### config.mk
export PLATFORM = sky130hd
export DESIGN_NAME = cmd_stream_exec
export DESIGN_NICKNAME = d
export VERILOG_FILES = /design/src/rtl/cse_pkg.sv /design/src/rtl/cse_csr.sv /design/src/rtl/cse_mem_rd.sv /design/src/rtl/cse_decode.sv /design/src/rtl/cse_wr_out.sv /design/src/rtl/cse_seq.sv /design/src/rtl/cmd_stream_exec.sv
export SDC_FILE = /design/constraint.sdc
export NUM_CORES = 1
export LEC_CHECK = 0
export ABC_CLOCK_PERIOD_IN_PS = 2100
export BUFFER_PORTS_ARGS = -buffer_cell sky130_fd_sc_hd__buf_2
export CAP_MARGIN = 30
export CORE_ASPECT_RATIO = 0.75
export CORE_MARGIN = 10
export CORE_UTILIZATION = 32
export DETAILED_ROUTE_END_ITERATION = 7
export SYNTH_ARGS = -nofsm -noshare
export SYNTH_HDL_FRONTEND = slang
export SYNTH_SLANG_ARGS = --single-unit
### constraint.sdc
create_clock -name clk -period 2.1 [get_ports clk]
set_input_delay 0.42 -clock clk [delete_from_list [all_inputs] [get_ports clk]]
set_output_delay 0.42 -clock clk [all_outputs]
set_load 0.02 [all_outputs]
### src/rtl/cse_pkg.sv
package cse_pkg;

    localparam int DW        = 32;
    localparam int REG_OFF_W = 20;
    localparam int BE_W      = 4;

    localparam logic [7:0] OPC_NOP     = 8'h00;
    localparam logic [7:0] OPC_DIRECT  = 8'h01;
    localparam logic [7:0] OPC_INDEXED = 8'h09;

    localparam int CB_EN   = 0;
    localparam int CB_BUSY = 1;
    localparam int CB_ERR  = 2;

    typedef enum logic [1:0] {
        K_NOP, K_DIRECT, K_INDEXED, K_BAD
    } kind_e;

    typedef enum logic [1:0] {
        CSR_CTRL = 2'd0, CSR_HEAD = 2'd1, CSR_TAIL = 2'd2, CSR_NONE = 2'd3
    } csr_e;

    typedef enum logic [2:0] {
        S_IDLE, S_CHECK, S_W0, S_W1, S_EXEC, S_DCHK, S_WD
    } seq_e;

    typedef struct packed {
        kind_e                 kind;
        logic [BE_W-1:0]       be;
        logic [REG_OFF_W-1:0]  off;
        logic [DW-1:0]         word0;
    } instr_t;

    typedef struct packed {
        logic [REG_OFF_W-1:0]  off;
        logic [BE_W-1:0]       be;
        logic [DW-1:0]         data;
    } wr_t;

    function automatic kind_e classify(input logic [7:0] opc);
        case (opc)
            OPC_NOP:     return K_NOP;
            OPC_DIRECT:  return K_DIRECT;
            OPC_INDEXED: return K_INDEXED;
            default:     return K_BAD;
        endcase
    endfunction

    function automatic logic [DW-1:0] ctrl_word(input logic en, input logic busy,
                                                input logic err);
        logic [DW-1:0] w;
        w = '0;
        w[CB_EN]   = en;
        w[CB_BUSY] = busy;
        w[CB_ERR]  = err;
        return w;
    endfunction

endpackage

### src/rtl/cse_csr.sv
module cse_csr
    import cse_pkg::*;
#(
    parameter int ADDR_W = 16
) (
    input  logic              clk,
    input  logic              rst,
    input  logic              wr_en,
    input  logic [1:0]        sel,
    input  logic [DW-1:0]     wr_data,
    input  logic              busy,
    input  logic              err_set,
    output logic [DW-1:0]     rd_data,
    output logic              enable,
    output logic              err,
    output logic [ADDR_W-1:0] head,
    output logic [ADDR_W-1:0] tail,
    output logic              start
);
    logic accept;
    csr_e which;

    assign which  = csr_e'(sel);
    assign accept = wr_en && !busy;
    assign start  = accept && (which == CSR_TAIL) && enable;

    always_ff @(posedge clk) begin
        if (rst) begin
            enable <= 1'b0;
            err    <= 1'b0;
            head   <= '0;
            tail   <= '0;
        end else begin
            if (err_set) begin
                err <= 1'b1;
            end
            if (accept) begin
                case (which)
                    CSR_CTRL: begin
                        enable <= wr_data[CB_EN];
                        if (wr_data[CB_ERR]) begin
                            err <= 1'b0;
                        end
                    end
                    CSR_HEAD: head <= {wr_data[ADDR_W-1:3], 3'b000};
                    CSR_TAIL: tail <= {wr_data[ADDR_W-1:3], 3'b000};
                    default: ;
                endcase
            end
        end
    end

    always_comb begin
        case (which)
            CSR_CTRL: rd_data = ctrl_word(enable, busy, err);
            CSR_HEAD: rd_data = DW'(head);
            CSR_TAIL: rd_data = DW'(tail);
            default:  rd_data = '0;
        endcase
    end

endmodule

### src/rtl/cse_mem_rd.sv
module cse_mem_rd
    import cse_pkg::*;
#(
    parameter int ADDR_W = 16
) (
    input  logic              clk,
    input  logic              rst,
    input  logic              go,
    input  logic [ADDR_W-1:0] go_addr,
    output logic              mem_req,
    output logic [ADDR_W-1:0] mem_addr,
    input  logic              mem_rvalid,
    input  logic [DW-1:0]     mem_rdata,
    output logic              got,
    output logic [DW-1:0]     got_data
);
    logic pend;

    always_ff @(posedge clk) begin
        if (rst) begin
            mem_req  <= 1'b0;
            mem_addr <= '0;
            pend     <= 1'b0;
        end else begin
            mem_req <= go;
            if (go) begin
                mem_addr <= {go_addr[ADDR_W-1:2], 2'b00};
                pend     <= 1'b1;
            end else if (mem_rvalid) begin
                pend <= 1'b0;
            end
        end
    end

    assign got      = mem_rvalid && pend;
    assign got_data = mem_rdata;

endmodule

### src/rtl/cse_decode.sv
module cse_decode
    import cse_pkg::*;
(
    input  logic [DW-1:0] w0,
    input  logic [DW-1:0] w1,
    output instr_t        ins
);
    always_comb begin
        ins.kind  = classify(w1[31:24]);
        ins.be    = w1[23:20];
        ins.off   = w1[REG_OFF_W-1:0];
        ins.word0 = w0;
    end
endmodule

### src/rtl/cse_wr_out.sv
module cse_wr_out
    import cse_pkg::*;
(
    input  logic                 clk,
    input  logic                 rst,
    input  logic                 go,
    input  wr_t                  wr,
    output logic                 reg_we,
    output logic [REG_OFF_W-1:0] reg_addr,
    output logic [BE_W-1:0]      reg_be,
    output logic [DW-1:0]        reg_wdata
);
    always_ff @(posedge clk) begin
        if (rst) begin
            reg_we    <= 1'b0;
            reg_addr  <= '0;
            reg_be    <= '0;
            reg_wdata <= '0;
        end else begin
            reg_we <= go;
            if (go) begin
                reg_addr  <= wr.off;
                reg_be    <= wr.be;
                reg_wdata <= wr.data;
            end
        end
    end
endmodule

### src/rtl/cse_seq.sv
module cse_seq
    import cse_pkg::*;
#(
    parameter int ADDR_W = 16
) (
    input  logic              clk,
    input  logic              rst,
    input  logic              start,
    input  logic [ADDR_W-1:0] head,
    input  logic [ADDR_W-1:0] tail,
    input  logic              got,
    input  logic [DW-1:0]     got_data,
    input  instr_t            ins,
    output logic [DW-1:0]     w0,
    output logic [DW-1:0]     w1,
    output logic              rd_go,
    output logic [ADDR_W-1:0] rd_addr,
    output logic              wr_go,
    output wr_t               wr,
    output logic              err_set,
    output logic              busy,
    output logic              done
);
    localparam logic [ADDR_W-1:0] STEP_WORD = ADDR_W'(4);
    localparam logic [ADDR_W-1:0] STEP_PAIR = ADDR_W'(8);

    seq_e              st;
    logic [ADDR_W-1:0] pos;
    logic [DW-1:0]     remain;
    logic              finish;
    logic              done_q;

    assign busy = (st != S_IDLE);
    assign done = done_q;

    always_comb begin
        rd_go   = 1'b0;
        rd_addr = pos;
        wr_go   = 1'b0;
        wr.off  = ins.off;
        wr.be   = ins.be;
        wr.data = ins.word0;
        err_set = 1'b0;
        finish  = 1'b0;
        case (st)
            S_CHECK: begin
                if (pos == tail) finish = 1'b1;
                else             rd_go  = 1'b1;
            end
            S_W0: begin
                if (got) begin
                    rd_go   = 1'b1;
                    rd_addr = pos + STEP_WORD;
                end
            end
            S_EXEC: begin
                if (ins.kind == K_DIRECT) wr_go   = 1'b1;
                if (ins.kind == K_BAD)    err_set = 1'b1;
            end
            S_DCHK: begin
                if (remain != '0) begin
                    if (pos == tail) finish = 1'b1;
                    else             rd_go  = 1'b1;
                end
            end
            S_WD: begin
                if (got) begin
                    wr_go   = 1'b1;
                    wr.data = got_data;
                    wr.be   = '1;
                end
            end
            default: ;
        endcase
    end

    always_ff @(posedge clk) begin
        if (rst) begin
            st     <= S_IDLE;
            pos    <= '0;
            w0     <= '0;
            w1     <= '0;
            remain <= '0;
            done_q <= 1'b0;
        end else begin
            done_q <= finish;
            case (st)
                S_IDLE: begin
                    if (start) begin
                        pos <= head;
                        st  <= S_CHECK;
                    end
                end
                S_CHECK: st <= finish ? S_IDLE : S_W0;
                S_W0: begin
                    if (got) begin
                        w0 <= got_data;
                        st <= S_W1;
                    end
                end
                S_W1: begin
                    if (got) begin
                        w1 <= got_data;
                        st <= S_EXEC;
                    end
                end
                S_EXEC: begin
                    case (ins.kind)
                        K_INDEXED: begin
                            pos    <= pos + STEP_PAIR;
                            remain <= w0;
                            st     <= S_DCHK;
                        end
                        K_BAD:   st <= S_IDLE;
                        default: begin
                            pos <= pos + STEP_PAIR;
                            st  <= S_CHECK;
                        end
                    endcase
                end
                S_DCHK: begin
                    if (remain == '0) begin
                        if (w0[0]) pos <= pos + STEP_WORD;
                        st <= S_CHECK;
                    end else begin
                        st <= finish ? S_IDLE : S_WD;
                    end
                end
                S_WD: begin
                    if (got) begin
                        pos    <= pos + STEP_WORD;
                        remain <= remain - 1'b1;
                        st     <= S_DCHK;
                    end
                end
                default: st <= S_IDLE;
            endcase
        end
    end

endmodule

### src/rtl/cmd_stream_exec.sv
module cmd_stream_exec
    import cse_pkg::*;
#(
    parameter int ADDR_W = 16
) (
    input  logic                 clk,
    input  logic                 rst,
    input  logic                 ctl_we,
    input  logic [1:0]           ctl_addr,
    input  logic [DW-1:0]        ctl_wdata,
    output logic [DW-1:0]        ctl_rdata,
    output logic                 mem_req,
    output logic [ADDR_W-1:0]    mem_addr,
    input  logic                 mem_rvalid,
    input  logic [DW-1:0]        mem_rdata,
    output logic                 reg_we,
    output logic [REG_OFF_W-1:0] reg_addr,
    output logic [BE_W-1:0]      reg_be,
    output logic [DW-1:0]        reg_wdata,
    output logic                 done
);
    logic              busy, enable, err, err_set, start;
    logic [ADDR_W-1:0] head, tail, rd_addr;
    logic              rd_go, got, wr_go;
    logic [DW-1:0]     got_data, w0, w1;
    instr_t            ins;
    wr_t               wr;

    cse_csr #(.ADDR_W(ADDR_W)) u_csr (
        .clk(clk), .rst(rst), .wr_en(ctl_we), .sel(ctl_addr), .wr_data(ctl_wdata),
        .busy(busy), .err_set(err_set), .rd_data(ctl_rdata), .enable(enable),
        .err(err), .head(head), .tail(tail), .start(start)
    );

    cse_mem_rd #(.ADDR_W(ADDR_W)) u_rd (
        .clk(clk), .rst(rst), .go(rd_go), .go_addr(rd_addr), .mem_req(mem_req),
        .mem_addr(mem_addr), .mem_rvalid(mem_rvalid), .mem_rdata(mem_rdata),
        .got(got), .got_data(got_data)
    );

    cse_decode u_dec (.w0(w0), .w1(w1), .ins(ins));

    cse_seq #(.ADDR_W(ADDR_W)) u_seq (
        .clk(clk), .rst(rst), .start(start), .head(head), .tail(tail), .got(got),
        .got_data(got_data), .ins(ins), .w0(w0), .w1(w1), .rd_go(rd_go),
        .rd_addr(rd_addr), .wr_go(wr_go), .wr(wr), .err_set(err_set),
        .busy(busy), .done(done)
    );

    cse_wr_out u_wr (
        .clk(clk), .rst(rst), .go(wr_go), .wr(wr), .reg_we(reg_we),
        .reg_addr(reg_addr), .reg_be(reg_be), .reg_wdata(reg_wdata)
    );

endmodule

## Yosys cells after proc, flatten, opt, wreduce, memory -nomap -nowiden

Index checks and enable logic that the tools add are counted.

- Register bits: 217

- Add/subtract/negate cells: 3
- Eq/ne operators: 22
- Multiplexer cells: 40
- Reduce and logical (&&, ||, !) cells: 22

Operator list:

| operator | number |
|---|---|
| 16-bit two-way mux | 6 |
| 36-bit two-way mux | 2 |
| 32-bit two-way mux | 2 |
| 16-bit one-hot mux with 4 select lines | 1 |
| 32-bit one-hot mux with 2 select lines | 1 |
| 16-bit one-hot mux with 3 select lines | 1 |
| 32-bit logical NOT | 1 |
| 32-bit nonzero test | 1 |
| 32-bit by 1-bit subtractor with 32-bit output, second input constant | 1 |
| 3-bit one-hot mux with 7 select lines | 1 |
| 3-bit two-way mux | 6 |
| 16-bit by 3-bit adder with 16-bit output, second input constant | 1 |
| 16-bit by 4-bit adder with 16-bit output, second input constant | 1 |
| 16-bit equality test | 1 |
| 1-bit two-way mux | 14 |
| 2-bit inequality test, second input constant | 5 |
| 2-bit AND reduction | 5 |
| 3-bit equality test, second input constant | 3 |
| 8-bit by 1-bit equality test with 1-bit output, second input constant | 1 |
| 8-bit by 4-bit equality test with 1-bit output, second input constant | 1 |
| 8-bit logical NOT | 1 |
| 2-bit equality test, second input constant | 3 |
| 3-bit by 2-bit equality test with 1-bit output, second input constant | 2 |
| 2-bit by 1-bit inequality test with 1-bit output, second input constant | 3 |
| other kinds (17) | 23 |

## Longest topological paths before layout

Gate-level depths: netlist of run 1.

- Word-level depth: 9
- Mapped depth: 10
- Depth with buffers taken out: 8

## By module

A second synthesis of run 1 with hierarchy kept.

- Cells, all modules: 1,489
- Area, all modules: 11,955.2 um^2

By module, submodules not included:

| module | instances | cells each | area an instance (um^2) | sequential area each (um^2) |
|---|---|---|---|---|
| cse_seq | 1 | 1,002 | 7,068.0 | 2,322.2 |
| cse_wr_out | 1 | 183 | 2,049.5 | 1,141.1 |
| cse_csr | 1 | 156 | 1,547.7 | 560.5 |
| cse_mem_rd | 1 | 88 | 838.3 | 320.3 |
| cse_decode | 1 | 60 | 451.7 | 0.0 |

## Least setup slack after synthesis of run 1

Ideal clock, no wire load.

- Kind: reg-to-reg
- Start: register u_seq.remain[0]
- End: register u_rd.mem_addr[15]
- Library setup time: 0.128 ns
- Arrival time: 2.113 ns
- Data required time: 1.972 ns
- Setup slack: -0.141 ns
- Cell stages (with the launch flop): 11
- Path buffers: 2
- Path through: dfxtp_1 > inv_1 > ha_1 > nor3b_2 > nand3_1 > buf_2 > nor4_2 > o21bai_1 > buf_4 > mux2i_1 > nor2_1

- Word-level cells in the longest chain between the ends: 3

RTL lines:

| element | line | source |
|---|---|---|
| start: declaration | cse_seq.sv:29 | `logic [DW-1:0] remain;` |
| start signal: assignment | cse_seq.sv:111 | `remain <= w0;` |
| start signal: assignment | cse_seq.sv:132 | `remain <= remain - 1'b1;` |
| 32-bit nonzero test | cse_seq.sv:61 | `if (remain != '0) begin` |
| 1-bit two-way mux | cse_seq.sv:61 |  |
| 1-bit one-hot mux with 3 select lines | cse_seq.sv:45 | `case (st)` |
| end signal: assignment | cse_mem_rd.sv:27 | `mem_addr <= {go_addr[ADDR_W-1:2], 2'b00};` |
| end: declaration | cse_mem_rd.sv:11 | `output logic [ADDR_W-1:0] mem_addr,` |

Every way passes these cells.
A chain may end at the register's enable or synchronous reset.

## Final worst setup path of run 1

- Start: register u_seq.remain[19]
- End: register u_seq.remain[30]

- Word-level cells in the longest chain between the ends: 3

RTL lines:

| element | line | source |
|---|---|---|
| 32-bit by 1-bit subtractor with 32-bit output | cse_seq.sv:132 |  |
| 32-bit two-way mux | cse_seq.sv:130 | `if (got) begin` |
| 32-bit one-hot mux with 2 select lines | cse_seq.sv:87 | `case (st)` |

Every way passes these cells. The select of a mux whose other input is x is not followed.

==> flow_summary.ini, run 1 <==
[run_status]
status = finished, final reports clean

[synth]
synthCells = 1303
yosysTopAreaCellShare = 0.423
synthArstFlopShare = 0
synth_area_per_cell_um2 = 7.80
synthFlopType = dfxtp_1
yosysMostFrequentCell = nand2_1
synth_commonest_cells = 277 x nand2_1, 215 x dfxtp_1, 166 x a21oi_1
synth.area.top_cells = dfxtp_1 42%, nand2_1 10%, a21oi_1 8.2%
synth_edf_count = 0
syn-cell-area_um2 = 10200
yosysWarnings = 0
seq_area_frac_synth = 0.423
synth_top_area_cell = dfxtp_1
synth.distinct_cells = 68
ys_ff_latch = 215

[global_route]
grt_antenna_before_repair = 2
grt_max_degree = 70
grt_pass1_vias = 9163
grt_pass1_wl_mm = 52.4
grt_usage = 0.162
grt_overflow = 0

[finish]
area_delta_synth_final_pct = 28.6
finalNetCount = 1561
drive_gt1_frac = 0.242
instances_no_fill = 1912

[floorplan]
die_w_um = 226
die-height_um = 174
fp-row-count = 56
core_region_area_um2 = 31300
initial_core_util = 0.325
fp.dieArea_um2 = 39400
io_pins = 177

[cts]
clk_pin_slew_ns = 0.06
clock_latency_ns = 0.54
cts_root_buf = clkbuf_16
htree_levels = 1
clk_path_buf_depth = 3
cts_tree = built
numCtsBuffers = 24
cts.sinks = 215

[drt]
ant_nets = 0
vias_per_cell = 5.22
dr.first_iter.drc_count = 813
vias = 9972
wl_mm = 33.5
drc = 0
drt_pass1_iterations = 6
wl_per_cell_um = 17.5

[sta]
fmax_mhz = 477
setup_viol = 0
finalMaxSlewViolations = 0
hold_viol_final = 0
fin_crit_ns = 2.10
finalCritPeriodShare = 0.998
fin_skew_ns = 0.0234
rsz0062_at_grt = true
setup_slack_ns = 0.00457

[pwr]
powerDensity_nw_per_um2 = 771
leakage_nw = 5.10
irDropWorstVdd_mv = 0.519
total_power_w = 0.0101

[worst_setup_path]
cp_max_fo = 8
crit_arrival_ns = 2.56
cp_top_family = simple AND/OR/NAND/NOR gates
required_ns = 2.56
slowest_delay_ns = 0.40
critical_path_buf_inv_count = 0
cp_slowest_cell = or4_1
worstSetupPathType = reg -> reg
crit_start = u_seq.remain[19]
crit_path_start_kind = flop
timing.rr.start = u_seq.remain[19]
cp_cell_sequence = nor4_4 -> nand4_4 -> or3_4 -> nand3b_1 -> or4_1 -> a31oi_1
end_kind = flop

[placement]
dpl_worst_slack_ns = -0.165
place_inst = 1857
dp_hpwl_mm = 23.8
gp_congestion = 0.889
port_buffers = 141

[hold_path]
hold_path_class = in -> reg
holdCritStartpoint = ctl_wdata[2]

[job]
maxCapViolCount = 0
## timing repair
action                                  in CTS  in global routing
endpoints found under the setup margin      31                 40
resized for setup                           10                 38
hold endpoints to repair                     0                  0
hold buffers                                 0                  0
pin swaps                                    5                  6
setup buffers                                4                  6
cloned                                       1                  0
## cell families after synthesis
kind of cell | share of synthesized area
buffers and inverters | 0.0565
multiplexers | 0.0404
AND/OR/NAND/NOR | 0.234
flip-flops | 0.423
other | 0.000369
AO/OA/AOI/OAI | 0.215
XOR/XNOR | 0.0259
adder cells (fa/ha/maj) | 0.00369
## per-layer routing
layer | routed length (um) | vias to the layer above | GRT usage
li1 | - | 4941 | -
met1 | 16700 | 4718 | 0.238
met2 | 14200 | 276 | 0.238
met3 | 2210 | 37 | 0.0351
met4 | 424 | 0 | 0.0281
met5 | 0 | - | 0
## registers in the layout (all words and copies together) (netlist names), 3 cells and up
register	cells
u_seq.pos	14
u_csr.head	13
u_rd.mem_addr	14
u_wr.reg_wdata	32
u_wr.reg_be	4
u_seq.st	3
u_seq.w1	32
u_seq.w0	32
u_wr.reg_addr	20
u_csr.tail	13
u_seq.remain	32
## metrics by stage
step                      hold WS (ns)  cell area, um2  TNS, ns   util
after CTS                       0.0802           12800  -0.0521  0.410
after detailed placement         0.441           12000    -1.21  0.382
final                           0.0947           13100        0  0.417
after global routing            0.0827           13100   -0.431  0.417
after floorplan                  0.436           10300        0      -
after global placement           0.437           12000   -0.698  0.382
## report_power, final
part	total (W)	internal [W]	switching, W
clock network	0.00414	0.00239	0.00176
logic	0.00165	0.000655	0.000996
registers	0.00428	0.00417	0.000106
total	0.0101	0.00721	0.00286
## worst reg2reg max path, cell delays in order, from the launching register on
cell and delay [ns]:
dfxtp_2 0.33, nor4_4 0.35, nand4_4 0.25, or3_4 0.39, nand3b_1 0.17, or4_1 0.40
a31oi_1 0.13
## layout make-up
class	instances	area (um2)
Inverter	8	30.0
Multi-Input combinational cell	976	5650
Clock inverter	9	65.1
Sequential cell	215	4310
Timing Repair Buffer	263	1790
Tap cell	406	508
Clock buffer	34	718
Fill cell	3135	18300
Antenna cell	1	2.50
## placed cells by master (no fill, tap or decap), types with 5 or more instances in the layout
cell type and count:
a211o_1 7, a211oi_1 37, a21oi_1 165, a221oi_1 5, a221oi_2 6, a22o_1 16
a22oi_1 11, a31oi_1 7, and2_1 5, and3_1 9, buf_12 12, buf_2 140
buf_4 108, clkbuf_16 24, clkbuf_8 8, clkinv_2 5, conb_1 18, dfxtp_1 207
dfxtp_2 8, inv_1 6, mux2i_1 41, nand2_1 276, nand2b_1 12, nand3_1 18
nand3b_1 5, nand4_1 10, nor2_1 117, nor2b_1 6, nor3_1 21, nor3_2 6
nor4_1 8, nor4_2 5, o21a_1 7, o21ai_0 18, o21ai_1 19, o22ai_1 7
o32ai_1 6, xnor2_1 8, xor2_1 21
## path summary, 6_finish.rpt
path / end / slack, ns / cells past startpoint
worst max-delay path: u_seq.remain[30] / 0.005 / 6
worst max register to register: u_seq.remain[30] / 0.005 / 6
worst min register to register: u_wr.reg_addr[0] / 0.45 / 2
worst min-delay path: u_csr.err / 0.09 / 2
(Power assumes the default switching activity.)
==> run 2, diff against run 1 <==
ABC_CLOCK_PERIOD_IN_PS = 2700   (was 2100)
clock period = 2.7 ns   (was 2.1 ns; I/O delays follow)
==> run 2 against run 1 <==
- clock-buffer cell count is 4 lower
- via count is 2.9% lower
- sequential power is 22% lower
- largest cell class unchanged
==> flow_summary.ini, run 2 (synthesis results as in run 1) <==
[global_route]
gr-usage-met1 = 0.235
grt_antenna_before_repair = 1
grt_max_degree = 83
met3_usage = 0.0373
busiest_layer = met1
use_met2 = 0.226
grt_usage = 0.158
grt_pass1_vias = 8964
grt_pass1_wl_mm = 51.3
grt_overflow = 0

[sta]
hold-worst-slack_ns = 0.214
finalMaxSlewViolations = 0
fmax_mhz = 401
worst_pin_slew_ns = 0.649
finalCritPeriodShare = 0.924
hold_viol_final = 0
fin_crit_ns = 2.49
rsz0062_at_grt = false
relSlewSlack = 0.564
finalSetupTns_ns = 0
setup_viol = 0
fin_skew_ns = 0.0232

[drt]
wl_per_cell_um = 17.5
drt_pass1_iterations = 5
ant_nets = 0
wl_mm = 32.2
dr.first_iter.drc_count = 879
vias_per_cell = 5.26
vias = 9681
drc = 0

[finish]
drive_gt1_frac = 0.175
antenna_cells = 0
area_delta_synth_final_pct = 20.3
nFillCells = 3200
final_util = 0.390
multi_input_area_um2 = 5370
finalNetCount = 1493
instances_no_fill = 1842
register_area_um2 = 4300
layout_commonest_cell = nand2_1
final_cell_mix = 276 x nand2_1, 215 x dfxtp_1, 166 x a21oi_1, 140 x buf_2, 117 x nor2_1

[cts]
htree_levels = 1
cts.sinks = 215
clock_latency_ns = 0.53
cts_root_buf = clkbuf_16
numCtsBuffers = 24
cts_tree = built
post_cts_buffers = 0
clk_path_buf_depth = 3
clk_pin_slew_ns = 0.06

[run_status]
status = finished, final reports clean

[pwr]
leakage_nw = 4.67
clockPowerShare = 0.430
swShare = 0.279
powerDensity_nw_per_um2 = 626
irDropWorstVdd_mv = 0.473
combPwrFrac = 0.135
p_int_w = 0.00552
netSwitchingPower_w = 0.00214
p_seq_frac = 0.435

[hold_path]
hold_path_class = in -> reg

[worst_setup_path]
end_kind = flop
cp_max_fo = 14
crit_path_start_kind = flop
worstSetupPathType = reg -> reg
required_ns = 3.10
crit_arrival_ns = 2.90

[floorplan]
io_pins = 177
initial_core_util = 0.325
fp-row-count = 56
die_w_um = 226
die-height_um = 174
core_region_area_um2 = 31300
fp.dieArea_um2 = 39400

[placement]
port_buffers = 141
place_inst = 1800
gp_congestion = 0.913
dp_hpwl_mm = 23.0

[job]
maxCapViolCount = 0
run 2: cell types whose count changed in the layout (fill, tap and decap cells not counted), sizes merged:
cell / delta
buf: -67
clkbuf: -4
clkinvlp: -2
clkinv: +2
inv: +1
bufinv: +2
diode: -1
o21bai: -1
run 2: power groups by stage:
stage               clock (W)  sequential [W]  combinational, W
CTS                   0.00335         0.00333           0.00102
global placement            0         0.00340           0.00100
detailed placement          0         0.00340           0.00101
global route          0.00347         0.00334           0.00113
floorplan                   0         0.00336          0.000705
finish                0.00329         0.00333           0.00104
run 2: metrics by stage:
step / power [W] / cell area, um2 / setup slack (ns)
2_1_floorplan: 0.00406 / 10200 / 0.459
3_3_place_gp: 0.00440 / 11400 / 0.178
3_5_place_dp: 0.00441 / 11400 / 0.121
4_1_cts: 0.00769 / 12200 / 0.114
5_1_grt: 0.00793 / 12200 / 0.0358
6_report: 0.00766 / 12200 / 0.206
run 2: layout make-up:
class,count,area share
multi-input combinational,975,0.439
sequential,215,0.352
timing repair buffer,196,0.100
clock buffer,30,0.0542
tap,406,0.0416
clock inverter,12,0.0102
inverter,8,0.00246
run 2: worst max-delay path, stage by stage (launching register included):
cell	delay, ns
dfxtp_1	0.35
inv_1	0.07
ha_1	0.20
nor3b_2	0.20
nand3_1	0.24
nor4_2	0.47
buf_4	0.18
o21bai_1	0.14
buf_4	0.27
mux2i_1	0.21
nor2_1	0.05
run 2: what timing repair did:
| item | 4_1_cts | 5_1_grt |
|---|---|---|
| hold buffers | 0 | 0 |
| resized for setup | 0 | 1 |
| endpoints found under the setup margin | 0 | 3 |
run 2: layer usage:
metal,vias to the layer above,wire [um],share of wire
met5,-,7,0.00022
met4,2,454,0.014
met3,29,2330,0.072
met2,290,13400,0.42
met1,4585,16000,0.50
li1,4775,-,-
run 2: worst paths after layout:
kind                                        start                 to  slack, ns  cells past startpoint
worst min-delay path                 ctl_wdata[2]          u_csr.err       0.21                      2
worst max-delay path              u_seq.remain[0]  u_rd.mem_addr[12]       0.21                     10
worst max register to register    u_seq.remain[0]  u_rd.mem_addr[12]       0.21                     10
worst min register to register  u_wr.reg_addr[10]  u_wr.reg_addr[10]       0.45                      2
